<file path="src/rtl/mrut_pkg.sv">
// Shared constants and the random-source step function for the MRU-tour
// victim selector. Assumes a 16-bit maximal-length feedback polynomial.
package mrut_pkg;
    localparam int TOUR_W = 2;
    localparam logic [TOUR_W-1:0] TOUR_ONE = 1;
    localparam logic [TOUR_W-1:0] TOUR_MAX = '1;
    localparam int RND_W = 16;
    localparam logic [RND_W-1:0] RND_SEED = 16'hACE1;

    // One step of the Fibonacci LFSR, taps 16,14,13,11
    function automatic logic [RND_W-1:0] rnd_step(input logic [RND_W-1:0] s);
        return {s[RND_W-2:0], s[15] ^ s[13] ^ s[12] ^ s[10]};
    endfunction
endpackage

</file>
<file path="src/rtl/mrut_rnd.sv">
// Free-running pseudo-random source. Advances on every clock edge after
// reset and never reaches the all-zero lock-up state.
module mrut_rnd
    import mrut_pkg::*;
(
    input  logic             clk,
    input  logic             rst_n,
    output logic [RND_W-1:0] rnd
);
    // Advance the LFSR each cycle; reseed on reset
    always_ff @(posedge clk) begin
        if (!rst_n) rnd <= RND_SEED;
        else        rnd <= rnd_step(rnd);
    end

    assert_rnd_nonzero_R10: assert property (@(posedge clk) disable iff (!rst_n)
        rnd != '0);
endmodule

</file>
<file path="src/rtl/mrut_tour_table.sv">
// Per-way MRU-tour counters and the MRU pointer for one set.
// Assumes that at most one fill and one hit arrive per cycle; a fill wins.
module mrut_tour_table
    import mrut_pkg::*;
#(
    parameter int NUM_WAYS = 16,
    localparam int WAY_W = $clog2(NUM_WAYS)
) (
    input  logic                             clk,
    input  logic                             rst_n,
    input  logic                             hit_upd,
    input  logic [WAY_W-1:0]                 hit_way,
    input  logic                             fill_upd,
    input  logic [WAY_W-1:0]                 fill_way,
    output logic [NUM_WAYS-1:0][TOUR_W-1:0]  cnt,
    output logic [WAY_W-1:0]                 mru
);
    logic new_tour;
    // A hit starts a tour only when it moves the MRU position
    always_comb new_tour = hit_upd && (hit_way != mru);

    // Update counters and the MRU pointer on fill or tour-starting hit
    always_ff @(posedge clk) begin
        if (!rst_n) begin
            cnt <= '0;
            mru <= '0;
        end else if (fill_upd) begin
            cnt[fill_way] <= TOUR_ONE;
            mru           <= fill_way;
        end else if (new_tour) begin
            if (cnt[hit_way] != TOUR_MAX) cnt[hit_way] <= cnt[hit_way] + 1'b1;
            mru <= hit_way;
        end
    end

    assert_fill_sets_one_R2: assert property (@(posedge clk) disable iff (!rst_n)
        fill_upd |=> (mru == $past(fill_way)) && (cnt[mru] == TOUR_ONE));
    assert_hit_moves_mru_R3: assert property (@(posedge clk) disable iff (!rst_n)
        (hit_upd && !fill_upd) |=> (mru == $past(hit_way)));
    assert_mru_rehit_stable_R4: assert property (@(posedge clk) disable iff (!rst_n)
        (hit_upd && !fill_upd && hit_way == mru) |=> ($stable(cnt) && $stable(mru)));
    assert_idle_stable_R5: assert property (@(posedge clk) disable iff (!rst_n)
        (!hit_upd && !fill_upd) |=> ($stable(cnt) && $stable(mru)));
    assert_count_saturates_R12: assert property (@(posedge clk) disable iff (!rst_n)
        (new_tour && !fill_upd && cnt[hit_way] == TOUR_MAX) |=> (cnt[mru] == TOUR_MAX));
endmodule

</file>
<file path="src/rtl/mrut_pick.sv">
// Rotating first-eligible picker: returns the first set bit of the mask at
// or after the start index, wrapping around. Assumes NUM_WAYS is a power of 2.
module mrut_pick #(
    parameter int NUM_WAYS = 16,
    localparam int WAY_W = $clog2(NUM_WAYS)
) (
    input  logic [NUM_WAYS-1:0] elig,
    input  logic [WAY_W-1:0]    start,
    output logic [WAY_W-1:0]    sel
);
    logic [WAY_W-1:0] idx;
    // Scan offsets from far to near so the nearest eligible way wins
    always_comb begin
        sel = start;
        idx = start;
        for (int i = NUM_WAYS - 1; i >= 0; i--) begin
            idx = start + WAY_W'(i);
            if (elig[idx]) sel = idx;
        end
    end
endmodule

</file>
<file path="src/rtl/mrut_victim_sel.sv">
// MRU-tour victim selector for one cache set. Prefers unprotected ways with
// exactly one MRU tour, falls back to any unprotected way, and never names
// the current MRU way. The victim is combinational from registered state.
module mrut_victim_sel
    import mrut_pkg::*;
#(
    parameter int NUM_WAYS = 16,
    localparam int WAY_W = $clog2(NUM_WAYS)
) (
    input  logic             clk,
    input  logic             rst_n,
    input  logic             acc_valid,
    input  logic             acc_hit,
    input  logic [WAY_W-1:0] acc_way,
    input  logic             fill_valid,
    input  logic [WAY_W-1:0] fill_way,
    output logic [WAY_W-1:0] victim_way
);
    logic [NUM_WAYS-1:0][TOUR_W-1:0] cnt;
    logic [WAY_W-1:0]                mru;
    logic [RND_W-1:0]                rnd;
    logic [NUM_WAYS-1:0]             unprot;
    logic [NUM_WAYS-1:0]             single;
    logic [NUM_WAYS-1:0]             elig;

    mrut_rnd u_rnd (.clk(clk), .rst_n(rst_n), .rnd(rnd));

    mrut_tour_table #(.NUM_WAYS(NUM_WAYS)) u_table (
        .clk(clk), .rst_n(rst_n),
        .hit_upd(acc_valid && acc_hit), .hit_way(acc_way),
        .fill_upd(fill_valid), .fill_way(fill_way),
        .cnt(cnt), .mru(mru)
    );

    // Build the protection and single-tour masks for every way
    for (genvar w = 0; w < NUM_WAYS; w++) begin : g_mask
        assign unprot[w] = (mru != WAY_W'(w));
        assign single[w] = unprot[w] && (cnt[w] == TOUR_ONE);
    end

    // Prefer single-tour ways; otherwise any unprotected way
    always_comb elig = (|single) ? single : unprot;

    mrut_pick #(.NUM_WAYS(NUM_WAYS)) u_pick (
        .elig(elig), .start(rnd[WAY_W-1:0]), .sel(victim_way)
    );

    assert_victim_not_mru_R7: assert property (@(posedge clk) disable iff (!rst_n)
        victim_way != mru);
    assert_prefer_single_R8: assert property (@(posedge clk) disable iff (!rst_n)
        (|single) |-> (cnt[victim_way] == TOUR_ONE));
endmodule

</file>
<file path="config.mk">
export PLATFORM = sky130hd
export DESIGN_NAME = mrut_victim_sel
export DESIGN_NICKNAME = d
export VERILOG_FILES = /design/src/rtl/mrut_pkg.sv /design/src/rtl/mrut_rnd.sv /design/src/rtl/mrut_tour_table.sv /design/src/rtl/mrut_pick.sv /design/src/rtl/mrut_victim_sel.sv
export SDC_FILE = /design/constraint.sdc
export NUM_CORES = 1
export LEC_CHECK = 0
export ABC_AREA = 1
export CORE_ASPECT_RATIO = 1.5
export CORE_MARGIN = 5
export CORE_UTILIZATION = 51
export CTS_CLUSTER_DIAMETER = 30
export DETAILED_ROUTE_END_ITERATION = 10
export DONT_BUFFER_PORTS = 1
export HOLD_SLACK_MARGIN = 0.15
export PLACE_DENSITY = 0.66
export SLEW_MARGIN = 25
export SYNTH_ARGS = -nofsm -noshare
export SYNTH_HDL_FRONTEND = slang
export SYNTH_SLANG_ARGS = --single-unit
</file>
<file path="constraint.sdc">
create_clock -name clk -period 10.75 [get_ports clk]
set_input_delay 2.15 -clock clk [delete_from_list [all_inputs] [get_ports clk]]
set_output_delay 2.15 -clock clk [all_outputs]
set_load 0.02 [all_outputs]
</file>
### Yosys cells after proc, flatten, opt, wreduce, memory -nomap -nowiden

Index checks and enable logic that the tools add are counted.

* $add $sub $neg: 16
* $lt $le $gt $ge: 20
* equality and inequality tests: 33
* mux-type cells: 61
* bitwise logic cells: 6
* reduce and logical (&&, ||, !) cells: 25

Operators with widths (count)
* 2-to-1 mux 32 bit: 3
* less-than comparator 4 x 5 -> 1 bit, second input constant: 18
* 2-to-1 mux 4 bit: 18
* binary-select mux 1 bit (select 4 bit): 16
* adder 4 bit, second input constant: 8
* bitwise mux 32 bit: 1
* == test 2 x 1 -> 1 bit, second input constant: 16
* inequality test 4 bit, second input constant: 8
* logical AND 1 bit: 20
* adder 4 x 3 -> 4 bit, second input constant: 4
* AND 16 bit: 1
* demux 2 bit (select 4 bit): 2
* 2-to-1 mux 1 bit: 16
* 2-to-1 mux 16 bit: 1
* inequality test 4 x 3 -> 1 bit, second input constant: 4
* NOT 16 bit: 1
* bitwise OR 16 bit: 1
* OR reduction 16 bit: 1
* adder 4 x 2 -> 4 bit, second input constant: 2
* binary-select mux 2 bit (select 4 bit): 1
* greater-or-equal comparator 4 x 1 -> 1 bit, second input constant: 2
* inequality test 4 x 2 -> 1 bit, second input constant: 2
* 2-to-1 mux 2 bit: 3
* adder 4 x 1 -> 4 bit, second input constant: 1
* other kinds (8): 11

* bits in registers: 52
* output and inout port bits: 4
* word-level logic and storage cells: 179

### Longest topological paths before layout

* word-level depth: 22
* mapped depth: 34
* gate-level depth less buffers: 33

### Hierarchy

Synthesis repeated with hierarchy kept, for this count alone.

* cell total of the unflattened synthesis: 996
* area total of the unflattened synthesis: 5477.8 µm²

Modules (own cells, without submodules)
* mrut_tour_table: times used 1, cells each 452, area each 2806.4 µm²
* mrut_pick: times used 1, cells each 351, area each 1629.1 µm²
* mrut_rnd: times used 1, cells each 65, area each 536.8 µm²
* mrut_victim_sel: times used 1, cells each 128, area each 505.5 µm²

### Worst setup path after synthesis

OpenSTA, ideal clock, no wires.

* kind: reg2out
* from: register u_rnd.rnd[1]
* to: output victim_way[1]
* arrival: 3.072 ns
* slack: 5.528 ns
* cell stages (with the launch flop): 27
* path buffers: 3
* cells stage by stage: dfxtp_1 -> clkbuf_1 -> inv_1 -> clkbuf_1 -> ha_1 -> inv_1 -> clkbuf_1 -> nand3_1 -> nand3_1 -> nand3_1 -> nand2_2 -> nand2_1 -> nand3_1 -> nand2_1 -> nand2_1 -> nand2_1 -> nand2_1 -> nand2_1 -> nand2_1 -> nand2_1 -> nand2_1 -> nand2_1 -> nand2_1 -> nand2_1 -> nand2_1 -> nand2_1 -> a21oi_1

* cells in the longest elaborated chain, start to end: 19

RTL lines
* start, declared: line mrut_rnd.sv:8 `output logic [RND_W-1:0] rnd`
* start signal, assigned: line mrut_rnd.sv:13 `else rnd <= rnd_step(rnd);`
* adder 4 bit: line mrut_pick.sv:17 `idx = start + WAY_W'(i);`
* binary-select mux 1 bit (select 4 bit): line mrut_pick.sv:18 `if (elig[idx]) sel = idx;`
* 2-to-1 mux 1 bit (implied by the code): line mrut_pick.sv:18
* 2-to-1 mux 4 bit (15 in a row): line mrut_pick.sv:18
* 2-to-1 mux 4 bit (*): line mrut_pick.sv:18
* end, declared: line mrut_victim_sel.sv:17 `output logic [WAY_W-1:0] victim_way`

Every way passes the cells marked *; elsewhere a longest branch is shown, timed or not. The select of a mux whose other input is x is not followed.

### Worst setup path after layout

* from: register u_rnd.rnd[0]
* to: output victim_way[1]

The elaborated chain is that of the path after synthesis.

==> run summary <==
Final Hold Vio Count: 0
PortBufs: 0
Measured slew at the worst slew-check pin: 0.8800 ns
CORE AREA: 8008 µm²
TritonCTS buffer count: 5
Final setup margin: 4.470 ns
Worst min path class: register to register
Total GRT Usage: 29.03%
Reg-to-Reg End: u_table.cnt[8]
Share of cells above drive strength 1: 3.989%
Mapped Avg Cell Area: 5.681 µm²
Resize count post-CTS: 0
Multi-input gate area: 2720 µm²
Initial antenna violation count: 0
Number of flops mapped to enable cells by yosys: 0
DIE HEIGHT: 121.1 µm
WS Path Type: register to primary output
Postcts setup bufs: 0
Largest net degree at the start of global routing: 41
GP Congestion: 1.159
H-tree levels: 2
TNS Setup: 0 ns
Launching point of the worst reg2reg path: u_table.cnt[30]
Final Critical Period: 6.280 ns
Max frequency: 0.1592 GHz
Die area: 10170 µm²
Total wire length: 15320 µm
Reg2reg path depth: 10
Max-slew violations: 0
Worst Setup End Kind: primary output
Source of the worst hold timing path: u_rnd.rnd[9]
R2R Setup Slk: 7.70 ns
# IOs: 17
Max cap viols: 0
Vias in the first global route: 4787
Final #Nets: 747
Mapped Area: 4193 µm²
Gr ovfl total: 0
Detail Route Antenna Nets: 0
Sequential share of the synthesized area: 24.83%
Clock Skew: 0.004420 ns
Number of inserted diodes: 0
Final worst-path cycle share: 58.42%
Reg clk slew, reported paths: 0.07 ns
Syn Inst Count: 738
First-pass GRT wire length: 23100 µm
Reg area: 1041 µm²
Detailed placer's ending HPWL: 11950 µm
Drt wl/cell: 18.41 µm
Peak fanout along the critical path: 20
DR vias/cell: 5.939
Synth top cells by count: 249 x nand2_1, 94 x nand3_1, 88 x inv_1
CTS tree: built
Top cells by area, synth: dfxtp_1 25%, nand2_1 22%, nand3_1 11%
Vias: 4941
Pleak: 2.170 nW
Drt drc: 0
RSZ-0062 raised after global routing: no
WHS Path Cells: 1
Worst setup SP type: register
Setup violations, final: 0
Starting Density: 52.36%
Top_reg_cell synth: dfxtp_1
Std-Cell Rows: 40
Synth top area share: 24.83%
DR pass1 iterations: 6
CTS Sinks: 52
PD cells: 172.5 nW/µm²
Syn nets: 759
Die Wd: 84.03 µm
Worst-case clock buffer depth: 2
Worst slew margin: 41.16%
FF+latch count, synth: 52
Critical Path Source: u_rnd.rnd[0]
WP data arrival: 4.13 ns
Maximum vdd drop: 0.1744 mV
Fillers: 884
Worst Path Required: 8.60 ns
YS warnings: 0
Most numerous cell in the Yosys netlist: nand2_1
Async set-or-reset flop fraction in the synthesized netlist: 0%
Area added between synthesis and finish: 4.984%
Synth unique cells: 28
Status: finished clean
Area leader, netlist: dfxtp_1
Initial DRC Count: 395
DP Worst Slack: 4.852 ns
Clk root buf: clkbuf_16
Post-CTS Hold Buffers: 0
Worst Hold End: u_rnd.rnd[10]
Clk_lat worst skew: 0.29 ns
==> cells by family after synthesis <==
family	count (synthesis)	share of synthesized area (%)
buffers and inverters	113	10.30
DFF	52	24.83
xor gates and xnor gates	12	2.507
AOI/OAI and AO/OA	124	17.43
and+or+nand+nor	429	42.55
adders and majority gates	8	2.387
==> area by class of cell <==
type                            instances  share of cell area [%]
Tap cell                              105                   2.985
Clock buffer                            6                   2.928
Timing Repair Buffer                    3                  0.5117
Multi-Input combinational cell        573                   61.80
Sequential cell                        52                   23.65
Clock inverter                          2                  0.3695
Inverter                               91                   7.760
==> metal layers <==
metal	up-vias	global-route usage (%)	part of all wire, %
met1	2203	25.59	33
met3	97	4.552	5.5
met4	0	25.86	9.7
li1	2389	-	-
met2	252	55.14	52
met5	-	0	0
==> how the worst max path moves through the flow <==
stage / to / slack, ns / cells past startpoint
2_1_floorplan: victim_way[1] / 5.53 / 26
3_3_place_gp: victim_way[0] / 4.83 / 23
3_5_place_dp: victim_way[1] / 4.85 / 28
4_1_cts: victim_way[1] / 4.53 / 28
5_1_grt: victim_way[1] / 4.11 / 28
6_report: victim_way[1] / 4.47 / 21
==> critical path, stage by stage, from the launching register on <==
cell and delay, ns:
dfxtp_1 0.31, inv_1 0.46, ha_1 0.56, inv_1 0.53, nand3_1 0.18, nand2_1 0.10
nor2_1 0.04, a31oi_1 0.32, nand2_1 0.17, nand2_2 0.14, a21oi_1 0.08, nand2_1 0.09
nand2_1 0.05, nand2_1 0.06, nand2_1 0.05, nand2_1 0.05, nand2_1 0.05, nand2_1 0.05
nand2_1 0.05, nand2_1 0.05, nand2_1 0.05, a21oi_1 0.39
==> per-stage QoR <==
step / area (µm²) / hold WS [ns] / total power, mW / utilization [%] / instances
after global routing: 4402 / 0.4267 / 0.8120 / 54.97 / 832
after detailed placement: 4257 / 0.3995 / 0.5935 / 53.16 / 824
after CTS: 4402 / 0.4174 / 0.7517 / 54.97 / 832
after global placement: 4257 / 0.3928 / 0.5952 / 53.16 / 824
after floorplan: 4193 / 0.3905 / 0.4996 / - / 738
final: 4402 / 0.4118 / 0.7594 / 54.97 / 832
==> where the power goes <==
| group | leakage, nW | internal [mW] | total, mW | switching, mW |
|---|---|---|---|---|
| sequential | 0.425 | 0.200 | 0.206 | 0.00646 |
| clock | 0.0671 | 0.0869 | 0.158 | 0.0709 |
| combinational | 1.68 | 0.113 | 0.395 | 0.283 |
==> placed cells by master (no fill, tap or decap) <==
master,Yosys,final
nand2_1,249,249
nand3_1,94,94
inv_1,88,87
nor2_1,66,66
a21oi_1,63,63
dfxtp_1,52,52
a221oi_1,16,16
o21ai_0,14,14
a31oi_1,13,13
o22ai_1,8,8
ha_1,8,8
xnor2_1,7,7
or2_2,7,7
a22oi_1,6,6
xor2_1,5,5
clkbuf_16,0,5
nor2_2,4,4
inv_2,3,4
nand4_1,3,3
buf_4,0,3
nand2_2,2,2
o21a_1,2,2
nor3_1,2,2
a22o_1,1,1
nor2_4,1,1
nand3_2,1,1
o21ai_1,1,1
clkbuf_1,20,1
clkinv_4,0,1
clkinvlp_4,0,1
==> registers in the layout, summed over array words and instances, names as in the netlist <==
name         flops
u_table.mru      4
u_rnd.rnd       16
u_table.cnt     32
Power figures use the tool's default switching activity.
